`src/rtl/pdw_pkg.sv`:
```
package pdw_pkg;
  localparam int unsigned NUM_CH_DEF     = 8;
  localparam int unsigned ENTRY_EDGE_DEF = 5;
  localparam int unsigned SYNC_DEF       = 2;
endpackage

```
`src/rtl/pdw_sync.sv`:
```
module pdw_sync #(
  parameter int unsigned W      = 1,
  parameter int unsigned STAGES = 2,
  parameter logic [W-1:0] RST_V = '0
) (
  input  logic         clk_i,
  input  logic         rst_ni,
  input  logic [W-1:0] d_i,
  output logic [W-1:0] q_o
);
  logic [W-1:0] stg_q [STAGES];

  for (genvar s = 0; s < STAGES; s++) begin : g_stg
    always_ff @(posedge clk_i or negedge rst_ni) begin
      if (!rst_ni) stg_q[s] <= RST_V;
      else         stg_q[s] <= (s == 0) ? d_i : stg_q[(s == 0) ? 0 : s-1];
    end
  end

  assign q_o = stg_q[STAGES-1];
endmodule

```
`src/rtl/pdw_frame.sv`:
```
module pdw_frame #(
  parameter int unsigned ENTRY_EDGE = 5,
  localparam int unsigned CW = $clog2(ENTRY_EDGE + 1)
) (
  input  logic clk_i,
  input  logic rst_ni,
  input  logic start_s_i,
  input  logic sclk_s_i,
  input  logic pd_cmd_i,
  output logic enter_o
);
  logic          sclk_d_q;
  logic [CW-1:0] cnt_q;
  logic          rise;

  assign rise = sclk_s_i & ~sclk_d_q;

  always_ff @(posedge clk_i or negedge rst_ni) begin
    if (!rst_ni) begin
      sclk_d_q <= 1'b0;
      cnt_q    <= '0;
    end else begin
      sclk_d_q <= sclk_s_i;
      if (start_s_i)
        cnt_q <= '0;
      else if (rise && cnt_q != CW'(ENTRY_EDGE))
        cnt_q <= cnt_q + 1'b1;
    end
  end

  assign enter_o = rise && !start_s_i && pd_cmd_i && (cnt_q == CW'(ENTRY_EDGE - 1));


  cnt_bound_chk: assert property (@(posedge clk_i) disable iff (!rst_ni)
    cnt_q <= CW'(ENTRY_EDGE));

  cnt_clear_chk: assert property (@(posedge clk_i) disable iff (!rst_ni)
    start_s_i |=> (cnt_q == '0));
endmodule

```
`src/rtl/pdw_wake.sv`:
```
module pdw_wake #(
  parameter int unsigned NUM_CH = 8
) (
  input  logic              clk_i,
  input  logic              rst_ni,
  input  logic              start_s_i,
  input  logic              enter_i,
  input  logic              mode_i,
  input  logic [NUM_CH-1:0] ch_s_i,
  input  logic [NUM_CH-1:0] attr_i,
  input  logic [NUM_CH-1:0] wake_en_i,
  output logic              pd_o,
  output logic              mode_o,
  output logic              woken_o
);
  logic [NUM_CH-1:0] ch_d_q;
  logic [NUM_CH-1:0] trans;
  logic              pd_q, mode_q, woken_q;

  assign trans = (ch_s_i ^ ch_d_q) & ~attr_i & wake_en_i;

  always_ff @(posedge clk_i or negedge rst_ni) begin
    if (!rst_ni) begin
      ch_d_q  <= '0;
      pd_q    <= 1'b0;
      mode_q  <= 1'b0;
      woken_q <= 1'b0;
    end else begin
      ch_d_q <= ch_s_i;
      if (start_s_i) begin
        pd_q    <= 1'b0;
        woken_q <= 1'b0;
      end else if (enter_i && !pd_q) begin
        pd_q   <= 1'b1;
        mode_q <= mode_i;
      end else if (pd_q && !woken_q && |trans) begin
        woken_q <= 1'b1;
      end
    end
  end

  assign pd_o    = pd_q;
  assign mode_o  = mode_q;
  assign woken_o = woken_q;


  woken_in_pd_chk: assert property (@(posedge clk_i) disable iff (!rst_ni)
    woken_q |-> pd_q);

  wake_cause_chk: assert property (@(posedge clk_i) disable iff (!rst_ni)
    $rose(woken_q) |-> $past(|trans));

  entry_cause_chk: assert property (@(posedge clk_i) disable iff (!rst_ni)
    $rose(pd_q) |-> $past(enter_i));

  wake_hold_chk: assert property (@(posedge clk_i) disable iff (!rst_ni)
    (woken_q && !start_s_i) |=> (woken_q && $stable(mode_q)));
endmodule

```
`src/rtl/pdw_monitor.sv`:
```
module pdw_monitor
  import pdw_pkg::*;
#(
  parameter int unsigned NUM_CH     = NUM_CH_DEF,
  parameter int unsigned ENTRY_EDGE = ENTRY_EDGE_DEF,
  parameter int unsigned SYNC       = SYNC_DEF,
  localparam int unsigned SW = NUM_CH + 2
) (
  input  logic              clk_i,
  input  logic              rst_ni,
  input  logic              start_i,
  input  logic              sclk_i,
  input  logic              pd_cmd_i,
  input  logic              pd_mode_i,
  input  logic [NUM_CH-1:0] ch_i,
  input  logic [NUM_CH-1:0] attr_i,
  input  logic [NUM_CH-1:0] wake_en_i,
  output logic              dio_o,
  output logic              dio_oe_o,
  output logic              pd_active_o
);
  logic [SW-1:0]     sync_q;
  logic              start_s, sclk_s, enter;
  logic [NUM_CH-1:0] ch_s;
  logic              pd, mode, woken;

  pdw_sync #(.W(SW), .STAGES(SYNC), .RST_V({1'b1, {(SW-1){1'b0}}})) u_sync (
    .clk_i, .rst_ni,
    .d_i({start_i, sclk_i, ch_i}),
    .q_o(sync_q)
  );

  assign start_s = sync_q[SW-1];
  assign sclk_s  = sync_q[SW-2];
  assign ch_s    = sync_q[NUM_CH-1:0];

  pdw_frame #(.ENTRY_EDGE(ENTRY_EDGE)) u_frame (
    .clk_i, .rst_ni,
    .start_s_i(start_s),
    .sclk_s_i(sclk_s),
    .pd_cmd_i,
    .enter_o(enter)
  );

  pdw_wake #(.NUM_CH(NUM_CH)) u_wake (
    .clk_i, .rst_ni,
    .start_s_i(start_s),
    .enter_i(enter),
    .mode_i(pd_mode_i),
    .ch_s_i(ch_s),
    .attr_i, .wake_en_i,
    .pd_o(pd),
    .mode_o(mode),
    .woken_o(woken)
  );

  assign pd_active_o = pd;
  assign dio_oe_o    = pd;
  assign dio_o       = pd & (mode ^ woken);


  start_release_chk: assert property (@(posedge clk_i) disable iff (!rst_ni)
    start_s |=> !pd_active_o);

  idle_off_chk: assert property (@(posedge clk_i) disable iff (!rst_ni)
    !dio_oe_o |-> !dio_o);
endmodule

```
`config.mk`:
```
export PLATFORM = sky130hd
export DESIGN_NAME = pdw_monitor
export DESIGN_NICKNAME = d
export VERILOG_FILES = /design/src/rtl/pdw_pkg.sv /design/src/rtl/pdw_sync.sv /design/src/rtl/pdw_frame.sv /design/src/rtl/pdw_wake.sv /design/src/rtl/pdw_monitor.sv
export SDC_FILE = /design/constraint.sdc
export NUM_CORES = 1
export LEC_CHECK = 0
export BUFFER_PORTS_ARGS = -buffer_cell sky130_fd_sc_hd__clkbuf_2
export CAP_MARGIN = 10
export CORE_MARGIN = 1.5
export CORE_UTILIZATION = 53
export DETAILED_ROUTE_END_ITERATION = 10
export HOLD_SLACK_MARGIN = 0.08
export PLACE_DENSITY = 0.87
export SYNTH_ARGS = -nofsm -noshare
export SYNTH_HDL_FRONTEND = slang
export SYNTH_SLANG_ARGS = --single-unit
```
`constraint.sdc`:
```
create_clock -name clk_i -period 4.1 [get_ports clk_i]
set_clock_uncertainty 0.2 [all_clocks]
set_input_delay 0.615 -clock clk_i [delete_from_list [all_inputs] [get_ports clk_i]]
set_output_delay 0.615 -clock clk_i [all_outputs]
set_load 0.05 [all_outputs]
```
After elaboration in Yosys (flattened, before gate mapping)

Cells that the tools add are included.
Widths: inputs -> output; s select.

Register bits: 35
Latch bits: 0
RAM bits: 0
ROM bits: 0
Bits of input ports: 30
Word-level logic and storage cells: 44
Memories: 0

$add $sub $neg: 1
Multipliers: 0
Divide/modulo/power cells: 0
Order comparisons: 0
Equal/unequal tests: 3
Shift operators: 0
Mux-type cells: 7
Bitwise operators: 9
Reduce and logical (&&, ||, !) cells: 16

Operator list:

| cell                | number |
|---|---|
| $and 8x8->8         | 2 |
| $not 8->8           | 1 |
| $reduce_or 8->1     | 1 |
| $xor 8x8->8         | 1 |
| $logic_and 1x1->1   | 7 |
| $mux 3              | 2 |
| $reduce_bool 2->1   | 3 |
| $mux 1              | 5 |
| $reduce_and 2->1    | 2 |
| $add 3x1->3 const B | 1 |
| $eq 3x3->1 const B  | 1 |
| $logic_not 1->1     | 3 |
| $ne 3x3->1 const B  | 1 |
| $and 1x1->1         | 2 |
| $ne 2x2->1 const B  | 1 |
| $not 1->1           | 2 |
| $xor 1x1->1         | 1 |

Logic depth before layout (Yosys ltp)

Gate-level depths: netlist of the first run.

Depth in word-level cells: 8
Gate-level depth with buffers: 6
Mapped depth without buffers: 6

Hierarchy

Synthesis of the first run repeated with hierarchy kept, for this count alone.

Cells, all modules: 95
Area total of the unflattened synthesis: 1305.0 sq um

Modules (own cells, without submodules):

| module      | times used | cells an instance | area each (sq um) | seq. area each (sq um) |
|---|---|---|---|---|
| pdw_sync    | 1          | 30                | 578.1             | 503.0 |
| pdw_wake    | 1          | 39                | 464.2             | 275.3 |
| pdw_frame   | 1          | 23                | 240.2             | 100.1 |
| pdw_monitor | 1          | 3                 | 22.5              | 0.0 |

Worst setup path before layout of the first run

Ideal clock, no wire load.

Path kind: flip-flop to output port
Start: reg u_wake.pd_q (netlist: u_wake.pd_o)
End: out dio_o
Arrival time: 1.155 ns
Required time: 3.285 ns
Path slack: 2.130 ns
Stages on the path, launching flop included: 2
Path through: dfrtp_1 -> and2_1

Word-level cells in the longest chain between the ends: 1

Ends and longest elaborated chain:

| what                     | RTL line          | RTL |
|---|---|---|
| start: declaration       | pdw_wake.sv:18    | `logic pd_q, mode_q, woken_q;` |
| start signal: assignment | pdw_wake.sv:25    | `pd_q <= 1'b0;` |
| start signal: assignment | pdw_wake.sv:31    | `pd_q <= 1'b0;` |
| start signal: assignment | pdw_wake.sv:34    | `pd_q <= 1'b1;` |
| $and 1x1->1              | pdw_monitor.sv:59 | `assign dio_o = pd & (mode ^ woken);` |
| end: declaration         | pdw_monitor.sv:18 | `output logic dio_o,` |

Every way passes these cells.

Worst setup path in the final report of the first run

Start: reg u_wake.woken_q (netlist: u_wake.woken_o)
End: out dio_o

Word-level cells in the longest chain between the ends: 2

Ends and longest elaborated chain:

| what                     | RTL line          | RTL |
|---|---|---|
| start: declaration       | pdw_wake.sv:18    |  |
| start signal: assignment | pdw_wake.sv:27    | `woken_q <= 1'b0;` |
| start signal: assignment | pdw_wake.sv:32    | `woken_q <= 1'b0;` |
| start signal: assignment | pdw_wake.sv:37    | `woken_q <= 1'b1;` |
| $xor 1x1->1              | pdw_monitor.sv:59 |  |
| $and 1x1->1              | pdw_monitor.sv:59 |  |

Every way passes these cells.

==> results.md, run 1 <==
Status:
- The run finished with clean final reports.

STA:
- After routing, the total negative slack on setup checks comes to 0 ns.
- Setup repair after global routing left no endpoint under its margin.
- The final count of pins violating max slew is 0.
- Dividing the final minimum period by the clock period gives 0.504.
- Measured against its own limit, the worst slew margin works out to 0.462.
- At the pin with the least slew margin, the transition time is 0.807 ns.
- The count of endpoints failing hold in the final timing report is 0.
- After layout, the worst setup slack is 2.03 ns.
- Setup violations remaining at the end of the flow were counted as 0.
- The worst path needs 2.07 ns of the cycle, external delays included.
- Timing would allow up to 484 MHz.

Worst setup path:
- The worst setup path is launched from a flip-flop.
- The cell with the largest stage delay on the worst path is sky130_fd_sc_hd__dfrtp_1.
- At the worst endpoint, the arrival time is 1.25 ns.
- For this run, the slowest stage of the critical path takes 0.40 ns.
- The largest fanout on the critical path is 2.
- The critical path class is reg2out.
- For the worst setup path, the data required time is 3.28 ns.
- The signal on the critical path passes through xor2_1 > and2_1 > clkbuf_2.
- The type of destination of the critical path is an output port.
- The count of buffer and inverter cells on the critical path is 1.
- Broken down by cell family, the worst path's largest delay share belongs to flip-flops.

Power and ir drop:
- The power density over cell area is 396 mW/mm^2.
- In this run the static leakage power is 0.717 nW.
- VDD sags by at most 0.372 mV.

Detailed routing:
- For this run, the detailed router's first-pass iteration total came to 1.
- The post-route DRC violation count is 0.
- The vias per cell is 4.69.
- For this block, the initial DRC count from the detailed router was 0.
- The aggregate routed wire length is 1740 um.
- Dividing the detail-routed wire length by the instance count gives 11.6 um.
- Summing over every cut layer, the via total after detailed routing is 703.
- The number of antenna-violating nets in the routed design is 0.

Clock network:
- The clock tree from TritonCTS is done.
- The number of levels in the clock H-tree is 2.
- Clock tree synthesis found a total of 35 sinks.
- The largest buffer count on any clock path is 2.
- After clock tree synthesis, the setup repair step added 0 buffers.
- The number of buffers created by CTS is 5.
- The number of cells upsized or downsized after cts is 0.
- The number of hold buffers added after cts is 0.
- The clock tree root buffer cell is sky130_fd_sc_hd__clkbuf_4.
- The latest clock arrival within the worst-skew pair is 0.31 ns.
- The clock-pin transition on the worst setup and hold timing paths is 0.09 ns.

Yosys:
- Yosys attributes the largest share of cell area to sky130_fd_sc_hd__dfrtp_1, sky130_fd_sc_hd__xnor2_1, sky130_fd_sc_hd__dfstp_2.
- For this run, the register share of the synthesized area comes to 0.726.
- For this run, the leading register cell type out of synthesis is sky130_fd_sc_hd__dfrtp_1.
- The most common cell in the synthesized netlist is sky130_fd_sc_hd__dfrtp_1.
- The count of distinct cell types in the synthesized netlist is 20.
- The synthesis-stage register bit count is 35.
- In the synthesized netlist the async set-or-reset flop fraction comes to 1.00.
- The synthesized netlist occupies a cell area of 0.00121 sq mm.
- The number of synthesized flops with an enable pin is 0.
- The number of nets in the synthesized netlist is 116.
- The area share of the largest cell type after synthesis is 0.683.
- A synthesized cell averages 14.6 sq um.
- The gate count after technology mapping is 83.
- The number of warnings issued by yosys is 0.
- Counting instances in the post-synthesis netlist gives the leading cell types as sky130_fd_sc_hd__dfrtp_1, sky130_fd_sc_hd__xnor2_1, sky130_fd_sc_hd__inv_1.
- The biggest area consumer among synthesized cells is sky130_fd_sc_hd__dfrtp_1.

Layout:
- The net count of the finished layout is 154.
- The layout-stage area growth over the synthesis result is 19.5%.
- Fill cells in the final layout number 181.
- For this run, the share of the core covered by cells in the final layout is 0.660.
- The final antenna diode count is 0.
- Of the cells placed in the final design, the portion with a size suffix greater than 1 is 0.328.

GRT:
- The via count of the first global-routing pass is 749.
- The first-pass GRT wire length is 2990 um.
- Global routing finished with a remaining overflow of 0.
- The overall fraction of global-route tracks in use is 0.172.
- The maximum number of pins on one net before global-route repair is 36.
- The initial antenna violation count is 0.

Die:
- The die covers 0.00258 sq mm.
- The count of boundary I/O pins is 33.
- The area of the core region is 0.00219 sq mm.
- The horizontal die dimension is 50.8 um.
- The number of rows in the core area is 17.
- The height of the die is 50.8 um.
- The initial standard-cell utilization of the core is 0.552.

Placed design:
- The last weighted congestion value of the routability-driven placer is 0.708.
- Prior to clock tree synthesis, the placed netlist has a worst setup slack of 2.38 ns.
- The count of port buffers added during placement is 32.
- The HPWL after detailed placement is 1380 um.

Job:
- The number of max-capacitance violations reported is 0.

Min path:
- The path class of the lowest-slack min-delay path is reg2reg.
[metal layers]
| metal | vias to the layer above | track usage | routed length, um |
|---|---|---|---|
| met2 | 25 | 0.309 | 943 |
| met3 | 6 | 0.0565 | 100 |
| met1 | 331 | 0.157 | 638 |
| li1 | 341 | - | - |
| met5 | - | 0 | 0 |
| met4 | 0 | 0.131 | 59 |
[through the flow]
stage | instance area, sq um | total power [W] | hold slack, ns | instances
3_5_place_dp | 1400 | 0.000418 | 0.135 | 142
2_1_floorplan | 1210 | 0.000393 | 0.119 | 83
5_1_grt | 1450 | 0.000605 | 0.162 | 150
3_3_place_gp | 1400 | 0.000414 | 0.132 | 142
6_report | 1450 | 0.000573 | 0.149 | 150
4_1_cts | 1450 | 0.000584 | 0.154 | 150
[power breakdown]
group / switching (W) / leakage [nW] / total (W) / internal (W)
sequential: 0.00000834 / 0.419 / 0.000370 / 0.000362
clock: 0.0000944 / 0.0265 / 0.000163 / 0.0000683
combinational: 0.0000183 / 0.272 / 0.0000404 / 0.0000222
total: 0.000121 / 0.717 / 0.000573 / 0.000452
[area by class of cell]
type                            instances  area (sq um)  share of cell area
Multi-Input combinational cell         40           298               0.206
Sequential cell                        35           878               0.607
Timing Repair Buffer                   32           160               0.111
Clock buffer                            8          48.8              0.0337
Inverter                                7          26.3              0.0182
Tap cell                               28          35.0              0.0242
[path summary, 6_finish.rpt]
check                      slack [ns]                to  depth (start not counted)              from
setup / recovery                 2.03             dio_o                          3    u_wake.woken_o
hold / removal                   0.15     u_sync.q_o[7]                          0  u_sync.stg_q[17]
setup reg to reg                 2.54     u_wake.mode_o                          5  u_frame.cnt_q[0]
hold reg to reg                  0.15     u_sync.q_o[7]                          0  u_sync.stg_q[17]
max in group asynchronous        3.02  u_sync.stg_q[18]                          1            rst_ni
min in group asynchronous        0.17  u_wake.ch_d_q[7]                          1            rst_ni
[cell families (layout without fill, tap and decap cells)]
logic type	Yosys count	after routing	share of synthesized area
xor gates and xnor gates	11	11	0.0796
muxes	1	1	0.00931
DFF	35	35	0.726
and+or+nand+nor	19	19	0.0879
adders and majority gates	3	3	0.0310
buffers and inverters	8	47	0.0279
AOI/OAI and AO/OA	6	6	0.0383
[registers in the layout, indices dropped and copies added (netlist names)]
signal,cells
u_frame.sclk_d_q,1
u_wake.ch_d_q,8
u_wake.pd_o,1
u_sync.stg_q,10
u_wake.woken_o,1
u_sync.q_o,10
u_wake.mode_o,1
u_frame.cnt_q,3
[cells in the final DEF, fill, tap and decap left out]
cell / count
sky130_fd_sc_hd__xnor2_1: 9
sky130_fd_sc_hd__clkbuf_1: 3
sky130_fd_sc_hd__ha_1: 3
sky130_fd_sc_hd__nor4_1: 1
sky130_fd_sc_hd__dfrtp_1: 33
sky130_fd_sc_hd__nand3_1: 2
sky130_fd_sc_hd__a21oi_1: 1
sky130_fd_sc_hd__nand4_1: 1
sky130_fd_sc_hd__nand2_1: 4
sky130_fd_sc_hd__dfstp_2: 2
sky130_fd_sc_hd__o32ai_1: 4
sky130_fd_sc_hd__nand2b_1: 5
sky130_fd_sc_hd__inv_1: 7
sky130_fd_sc_hd__clkbuf_2: 32
sky130_fd_sc_hd__clkbuf_4: 5
sky130_fd_sc_hd__nor2b_4: 1
sky130_fd_sc_hd__xor2_1: 2
sky130_fd_sc_hd__o22ai_1: 1
sky130_fd_sc_hd__and2_1: 1
sky130_fd_sc_hd__mux2_1: 1
sky130_fd_sc_hd__nor2b_1: 1
sky130_fd_sc_hd__nor2_1: 3
(Power assumes the default switching activity.)
==> run 2: changes to the inputs <==
- CORE_UTILIZATION: 53 -> 45
- PLACE_DENSITY: 0.87 -> 0.79
- clock period: 4.1 -> 1.7 ns (I/O delays scaled with it)
==> results.md, run 2 (synthesis gave the netlist of run 1 again) <==
Clock network:
- The clock tree from TritonCTS is done.
- The number of buffers created by CTS is 5.
- The clock tree synthesis step divided the H-tree into 2 levels.
- Clock-pin slew was measured on the worst setup and hold paths at 0.09 ns.
- Clock tree synthesis selected as its root buffer the cell sky130_fd_sc_hd__clkbuf_4.
- The total clock sinks is 35.
- The latest clock arrival within the worst-skew pair is 0.32 ns.
- The largest buffer count on any clock path is 2.

Min path:
- The path class of the lowest-slack min-delay path is reg2reg.

STA:
- The final critical delay including setup and external delays is 1.62 ns.
- Setup repair after global routing left no endpoint under its margin.
- Derived from the worst setup path, the maximum achievable clock frequency is 616 MHz.
- In this run the tightest slew margin relative to its limit is 0.611.
- The count of endpoints failing hold in the final timing report is 0.
- The final count of pins violating max slew is 0.
- For the final routed database, the setup TNS stands at 0 ns.
- The transition at the pin with the smallest max-transition slack is 0.583 ns.
- The share of the clock period used by the worst path is 0.955.
- The final number of setup-violating endpoints is 0.

Detailed routing:
- The routed layout has 763 vias.
- The number of iterations in the first detailed-routing pass is 4.
- The detail route stage leaves a number of antenna-violating nets equal to 0.
- Dividing the detail-routed wire length by the instance count gives 11.1 um.
- After detailed routing, the number of vias per cell comes to 4.54.
- The aggregate routed wire length is 1860 um.
- The number of DRC markers in iteration 0 is 4.
- In the routed design, unresolved DRC markers number 0.

Die:
- The initial standard-cell utilization of the core is 0.484.
- The floorplan has 18 rows.
- The total area inside the core boundary comes to 0.00250 sq mm.
- The die covers 0.00301 sq mm.
- The count of boundary I/O pins is 33.
- From bottom edge to top edge, the die measures 54.9 um.
- The die is 54.9 um wide.

Worst setup path:
- Of all nets on the critical path, the largest fanout is 2.
- STA classifies the critical path endpoint as an output port.
- Data on the critical path is required at its endpoint by 1.24 ns.
- The cell type group with the largest total delay on the critical path is flip-flops.
- The critical path class is reg2out.
- The signal on the critical path passes through xor2_1 > and2_1 > buf_6.
- For this design, the slowest cell found on the critical path is sky130_fd_sc_hd__dfrtp_1.
- Counting both buffers and inverters, the worst setup path holds a total of 1.
- For this run, the slowest stage of the critical path takes 0.40 ns.
- STA classifies the critical path startpoint as a flip-flop.
- The arrival time reported for the critical path endpoint is 1.17 ns.

Placed design:
- The congestion estimate from routability-driven global placement came to 0.770.
- The post-detailed-placement cell area is 0.00142 sq mm.
- Detailed placement ended at an HPWL of 1320 um.
- The count of port buffers added during placement is 32.

GRT:
- The first global-routing pass estimated 3130 um of wire.
- The maximum number of pins on one net before global-route repair is 27.
- The via count of the first global-routing pass came to 761.
- For this run, the total global-route usage over all layers was measured as 0.157.
- The total overflow left after global routing is 0.
- The initial antenna violation count is 0.

Layout:
- The net count of the finished layout is 170.
- The combined area of the multi-input logic cells is 298 sq um.
- For this run, the share of the core covered by cells in the final layout is 0.648.
- Of the cells placed in the final design, the portion with a size suffix greater than 1 is 0.326.
- The register area is 878 sq um.
- The final-layout fill cell count is 199.
- The top cell types in the final layout, fill and taps aside, are sky130_fd_sc_hd__dfrtp_1, sky130_fd_sc_hd__clkbuf_2, sky130_fd_sc_hd__dlygate4sd3_1.
- Relative to the synthesized area, the layout overhead comes to 33.8%.
- The library cell used most frequently in the layout, excluding fill and tap cells, is sky130_fd_sc_hd__dfrtp_1.
- Once layout is done, the placed cells without fillers occupy 0.00162 sq mm.
- The number of antenna diodes in the final layout is 0.

Power and ir drop:
- The final total power is 0.00146 W.
- IR analysis of the VDD net gives a maximum drop of 0.612 mV.
- The leakage power is 0.797 nW.
- For this design the ratio of total power to cell area is 902 mW/mm^2.

Job:
- Across the run, the number of max-cap violations was 0.

Status:
- The run finished with clean final reports.
-- run 2: changes by cell type in the layout (fill, tap and decap cells not counted) --
cell / before / now
sky130_fd_sc_hd__buf_4: 0 / 3
sky130_fd_sc_hd__buf_6: 0 / 1
sky130_fd_sc_hd__clkbuf_1: 3 / 1
sky130_fd_sc_hd__clkbuf_2: 32 / 31
sky130_fd_sc_hd__clkbuf_8: 0 / 1
sky130_fd_sc_hd__clkinv_2: 0 / 1
sky130_fd_sc_hd__dlygate4sd3_1: 0 / 13
-- run 2: what timing repair did --
| item | in CTS | in global routing |
|---|---|---|
| buffers inserted | 0 | 1 |
| hold endpoints to repair | 34 | 0 |
| hold buffers | 13 | 0 |
| resized for setup | 1 | 2 |
| cloned | 0 | 0 |
| endpoints found under the setup margin | 1 | 1 |
-- run 2: area by class of cell --
type	instances	share of cell area
timing repair buffer	48	0.197
clock inverter	1	0.00309
sequential	35	0.543
tap	30	0.0232
clock buffer	7	0.0340
multi-input combinational	40	0.184
inverter	7	0.0162
-- run 2: worst reg2reg max path: stages (launching register included) --
cell,delay [ns]
sky130_fd_sc_hd__dfrtp_1,0.41
sky130_fd_sc_hd__inv_1,0.10
sky130_fd_sc_hd__ha_1,0.15
sky130_fd_sc_hd__nand4_1,0.10
sky130_fd_sc_hd__nor2_1,0.12
sky130_fd_sc_hd__mux2_1,0.32
-- run 2: per-stage QoR --
stage | setup slack (ns) | hold slack (ns) | cells
finish | 0.0763 | 0.157 | 168
global route | 0.0171 | 0.165 | 168
CTS | 0.0133 | 0.159 | 167
detailed placement | 0.191 | 0.0891 | 146
global placement | 0.248 | 0.0722 | 146
floorplan | 0.0897 | -0.241 | 83
-- run 2: per-layer routing --
metal  global-route usage  part of all wire  up-vias
li1                     -                 -      377
met1                0.161              0.40      362
met2                0.266              0.54       20
met3               0.0519             0.044        4
met4                0.113             0.022        0
met5                    0                 0        -
-- run 2: power breakdown --
part / leakage [nW] / internal, W / switching (W)
Sequential: 0.419 / 0.000872 / 0.0000203
Combinational: 0.343 / 0.0000753 / 0.0000491
Clock: 0.0353 / 0.000200 / 0.000244
Total: 0.797 / 0.00115 / 0.000313
-- run 2: path summary, 6_finish.rpt --
check / startpoint / to / slack, ns / cells after the start
worst max-delay path: u_wake.woken_o / dio_o / 0.08 / 3
worst min-delay path: u_sync.stg_q[14] / u_sync.q_o[4] / 0.16 / 0
worst max register to register: u_frame.cnt_q[0] / u_wake.mode_o / 0.20 / 5
worst min register to register: u_sync.stg_q[14] / u_sync.q_o[4] / 0.16 / 0
max in group asynchronous: rst_ni / u_wake.woken_o / 0.52 / 3
min in group asynchronous: rst_ni / u_sync.stg_q[17] / 0.26 / 2
==> run 3: changes to the inputs <==
- CORE_UTILIZATION: 45 -> 46
- PLACE_DENSITY: 0.79 -> 0.72
- SYNTH_HIERARCHICAL: unset -> 1
==> results.md, run 3 <==
Die:
- The floorplan step defined a die boundary enclosing 0.00317 sq mm.
- The horizontal die dimension is 56.3 um.
- For this configuration, the core starts out at a cell density of 0.477.
- The area of the core region is 0.00273 sq mm.
- In this run the core area contains 19 standard-cell rows.
- During I/O placement, the number of pins put on the boundary was 33.
- Measured along the y axis, the die boundary spans 56.3 um.

STA:
- Of the available clock period, the critical path in the final layout requires 0.975.
- The final critical delay including setup and external delays is 1.66 ns.
- The transition at the pin with the smallest max-transition slack is 0.424 ns.
- The worst-case headroom to the max-slew limit is 0.717.
- Setup repair after global routing could not meet its margin everywhere.
- The final number of setup-violating endpoints is 0.
- Summed over all failing endpoints, the final setup total negative slack is 0 ns.
- The highest attainable clock frequency is 603 MHz.
- The count of endpoints failing hold in the final timing report is 0.
- The final count of pins violating max slew is 0.

Layout:
- In the layout the commonest cells are sky130_fd_sc_hd__dfrtp_1, sky130_fd_sc_hd__clkbuf_2, sky130_fd_sc_hd__dlygate4sd3_1.
- The repair_antennas step left the layout with diodes totalling 0.
- The count of placed standard cells in the final layout, fillers left out is 170.
- The net count of the finished layout is 171.
- From synthesis to final layout, the design area changed by 27.2%.
- The most common library cell in the layout ignoring fill and taps is sky130_fd_sc_hd__dfrtp_1.
- Once layout is done, the placed cells without fillers occupy 0.00166 sq mm.
- The layout cell share with drive strength beyond 1 is 0.331.

Power and ir drop:
- The power density over cell area is 910 mW/mm^2.
- In this run the static leakage power is 0.802 nW.
- The worst-case IR drop observed on VDD is 0.858 mV.
- After layout, the design draws a total of 0.00151 W.

Detailed routing:
- The detailed router finished its first iteration with 13 violations.
- Summing over every cut layer, the via total after detailed routing is 780.
- In the final routed layout, each cell accounts on average for 11.4 um.
- For this run, the detailed router's first-pass iteration total came to 3.
- The number of antenna-violating nets in the routed design is 0.
- Summed over all layers, the routed wires come to 1950 um.
- The post-route DRC violation count is 0.
- The vias per cell is 4.59.

Yosys:
- The per-instance average area after synthesis is 13.7 sq um.
- Synthesis inferred 35 register bits.
- After synthesis, the most frequently instantiated cells are sky130_fd_sc_hd__dfrtp_1, sky130_fd_sc_hd__buf_4, sky130_fd_sc_hd__xnor2_1.
- The mapped netlist covers 0.00131 sq mm.
- The cell count after synthesis came out at 95.
- The number of synthesized flops with an enable pin is 0.
- The net count of the mapped netlist is 128.
- Of all flip-flops after synthesis, the portion carrying an async set or reset was 1.00.
- Of the post-synthesis cell area, the dominant cell type holds 0.633.
- The most common cell in the synthesized netlist is sky130_fd_sc_hd__dfrtp_1.
- The prevailing post-synth register cell is sky130_fd_sc_hd__dfrtp_1.
- The sequential fraction of the synthesis area is 0.673.
- The count of distinct cell types in the synthesized netlist is 22.
- The largest total area in the synthesized netlist belongs to sky130_fd_sc_hd__dfrtp_1.
- By area the synthesized netlist is led by sky130_fd_sc_hd__dfrtp_1, sky130_fd_sc_hd__buf_4, sky130_fd_sc_hd__xnor2_1.
- During synthesis, Yosys emitted a total of 6 warnings.

Placed design:
- Once placement finished, the instance area stood at 0.00144 sq mm.
- After legalization and detailed placement, the total HPWL measured 1390 um.
- During placement, the flow inserted port buffers numbering 32.
- Once placement completed, the tool counted placed cells totaling 148.
- The last weighted congestion value of the routability-driven placer is 0.701.

Worst setup path:
- The data required time of the worst path is 1.24 ns.
- STA puts the critical path data arrival time at 1.20 ns.
- Measured in cells, the most critical reg-to-reg path has a length of 6.
- The critical path class is reg2out.
- The largest fanout on the critical path is 2.
- The worst setup path is captured at an output port.
- The kind of launch point of the worst setup path is a flip-flop.

Clock network:
- The number of levels in the clock H-tree is 2.
- Buffers inserted during clock tree synthesis total 5.
- TritonCTS built the clock tree.
- The largest buffer count on any clock path is 2.
- The total clock sinks is 35.
- CTS placed an instance of sky130_fd_sc_hd__clkbuf_4 at the clock tree root.
- The latest clock arrival within the worst-skew pair is 0.34 ns.
- The clock-pin transition on the worst setup and hold timing paths is 0.10 ns.

GRT:
- The total overflow left after global routing is 0.
- Across every metal layer, demand over resource in global routing totals 0.154.
- The maximum number of pins on one net before global-route repair is 20.
- The initial antenna violation count is 0.
- The via count of the first global-routing pass was 834.
- The first global-routing pass estimated 3480 um of wire.

Min path:
- The number of stages on the worst hold path is 0.
- The worst hold path belongs to the class reg2reg.

Status:
- The run finished with clean final reports.

Job:
- Across the run, the number of max-cap violations was 0.
-- run 3: cell types whose count changed in the layout (fill, tap and decap cells not counted), moves of 2 or more --
cell / previous run / this run
sky130_fd_sc_hd__nand3_1: 2 / 0
sky130_fd_sc_hd__nand2b_1: 5 / 7
sky130_fd_sc_hd__nor2_1: 3 / 7
sky130_fd_sc_hd__buf_4: 3 / 1
sky130_fd_sc_hd__nand2_1: 4 / 1
-- run 3: power by group --
| part | internal, W | total (W) | switching (W) | leakage, nW |
|---|---|---|---|---|
| combinational | 0.0000756 | 0.000123 | 0.0000476 | 0.345 |
| sequential | 0.000872 | 0.000892 | 0.0000203 | 0.419 |
| clock | 0.000243 | 0.000495 | 0.000252 | 0.0386 |
| total | 0.00119 | 0.00151 | 0.000320 | 0.802 |
-- run 3: kinds of logic after synthesis --
family                     synth area share
and+or+nand+nor                      0.0796
xor gates and xnor gates             0.0604
adders and majority gates            0.0288
AOI/OAI and AO/OA                    0.0499
buffers and inverters                0.0834
muxes                                0.0249
DFF                                   0.673
-- run 3: worst paths after layout --
check,start,to,slack [ns]
worst max-delay path,u_wake/woken_o,dio_o,0.04
worst min-delay path,u_sync/stg_q[17],u_sync/q_o[7],0.16
worst max register to register,u_frame/cnt_q[0],u_wake/mode_o,0.15
worst min register to register,u_sync/stg_q[17],u_sync/q_o[7],0.16
max in group asynchronous,rst_ni,u_wake/ch_d_q[4],0.68
min in group asynchronous,rst_ni,u_frame/cnt_q[1],0.17
-- run 3: what timing repair did --
| item | CTS | global route |
|---|---|---|
| setup endpoints to repair | 1 | 1 |
| buffers inserted | 0 | 1 |
| hold endpoints to repair | 47 | 0 |
| gates resized for setup | 2 | 2 |
| hold buffers | 13 | 0 |
-- run 3: area by class of cell --
type / count / area (sq um)
Fill cell: 222 / 1070
Sequential cell: 35 / 878
Timing Repair Buffer: 47 / 328
Multi-Input combinational cell: 42 / 320
Clock buffer: 8 / 68.8
Tap cell: 31 / 38.8
Inverter: 7 / 26.3
-- run 3: critical path: stages (launching register included) --
cell and delay, ns:
sky130_fd_sc_hd__dfrtp_1 0.41, sky130_fd_sc_hd__xor2_1 0.16, sky130_fd_sc_hd__and2_4 0.16, sky130_fd_sc_hd__buf_8 0.14
-- run 3: per-layer routing --
layer / up-vias / part of all wire / GRT usage / routed length, um
met1: 366 / 0.40 / 0.172 / 788
met5: - / 0 / 0 / 0
met4: 0 / 0.038 / 0.102 / 74
met3: 7 / 0.070 / 0.0714 / 137
met2: 27 / 0.49 / 0.237 / 946
li1: 380 / - / - / -
-- run 3: through the flow --
step	utilization	setup slack, ns	hold WS (ns)
floorplan	-	0.0734	-0.241
global placement	0.527	0.226	0.00167
detailed placement	0.527	0.165	0.00744
CTS	0.603	-0.00297	0.156
finish	0.607	0.0427	0.155
global route	0.607	-0.0526	0.163
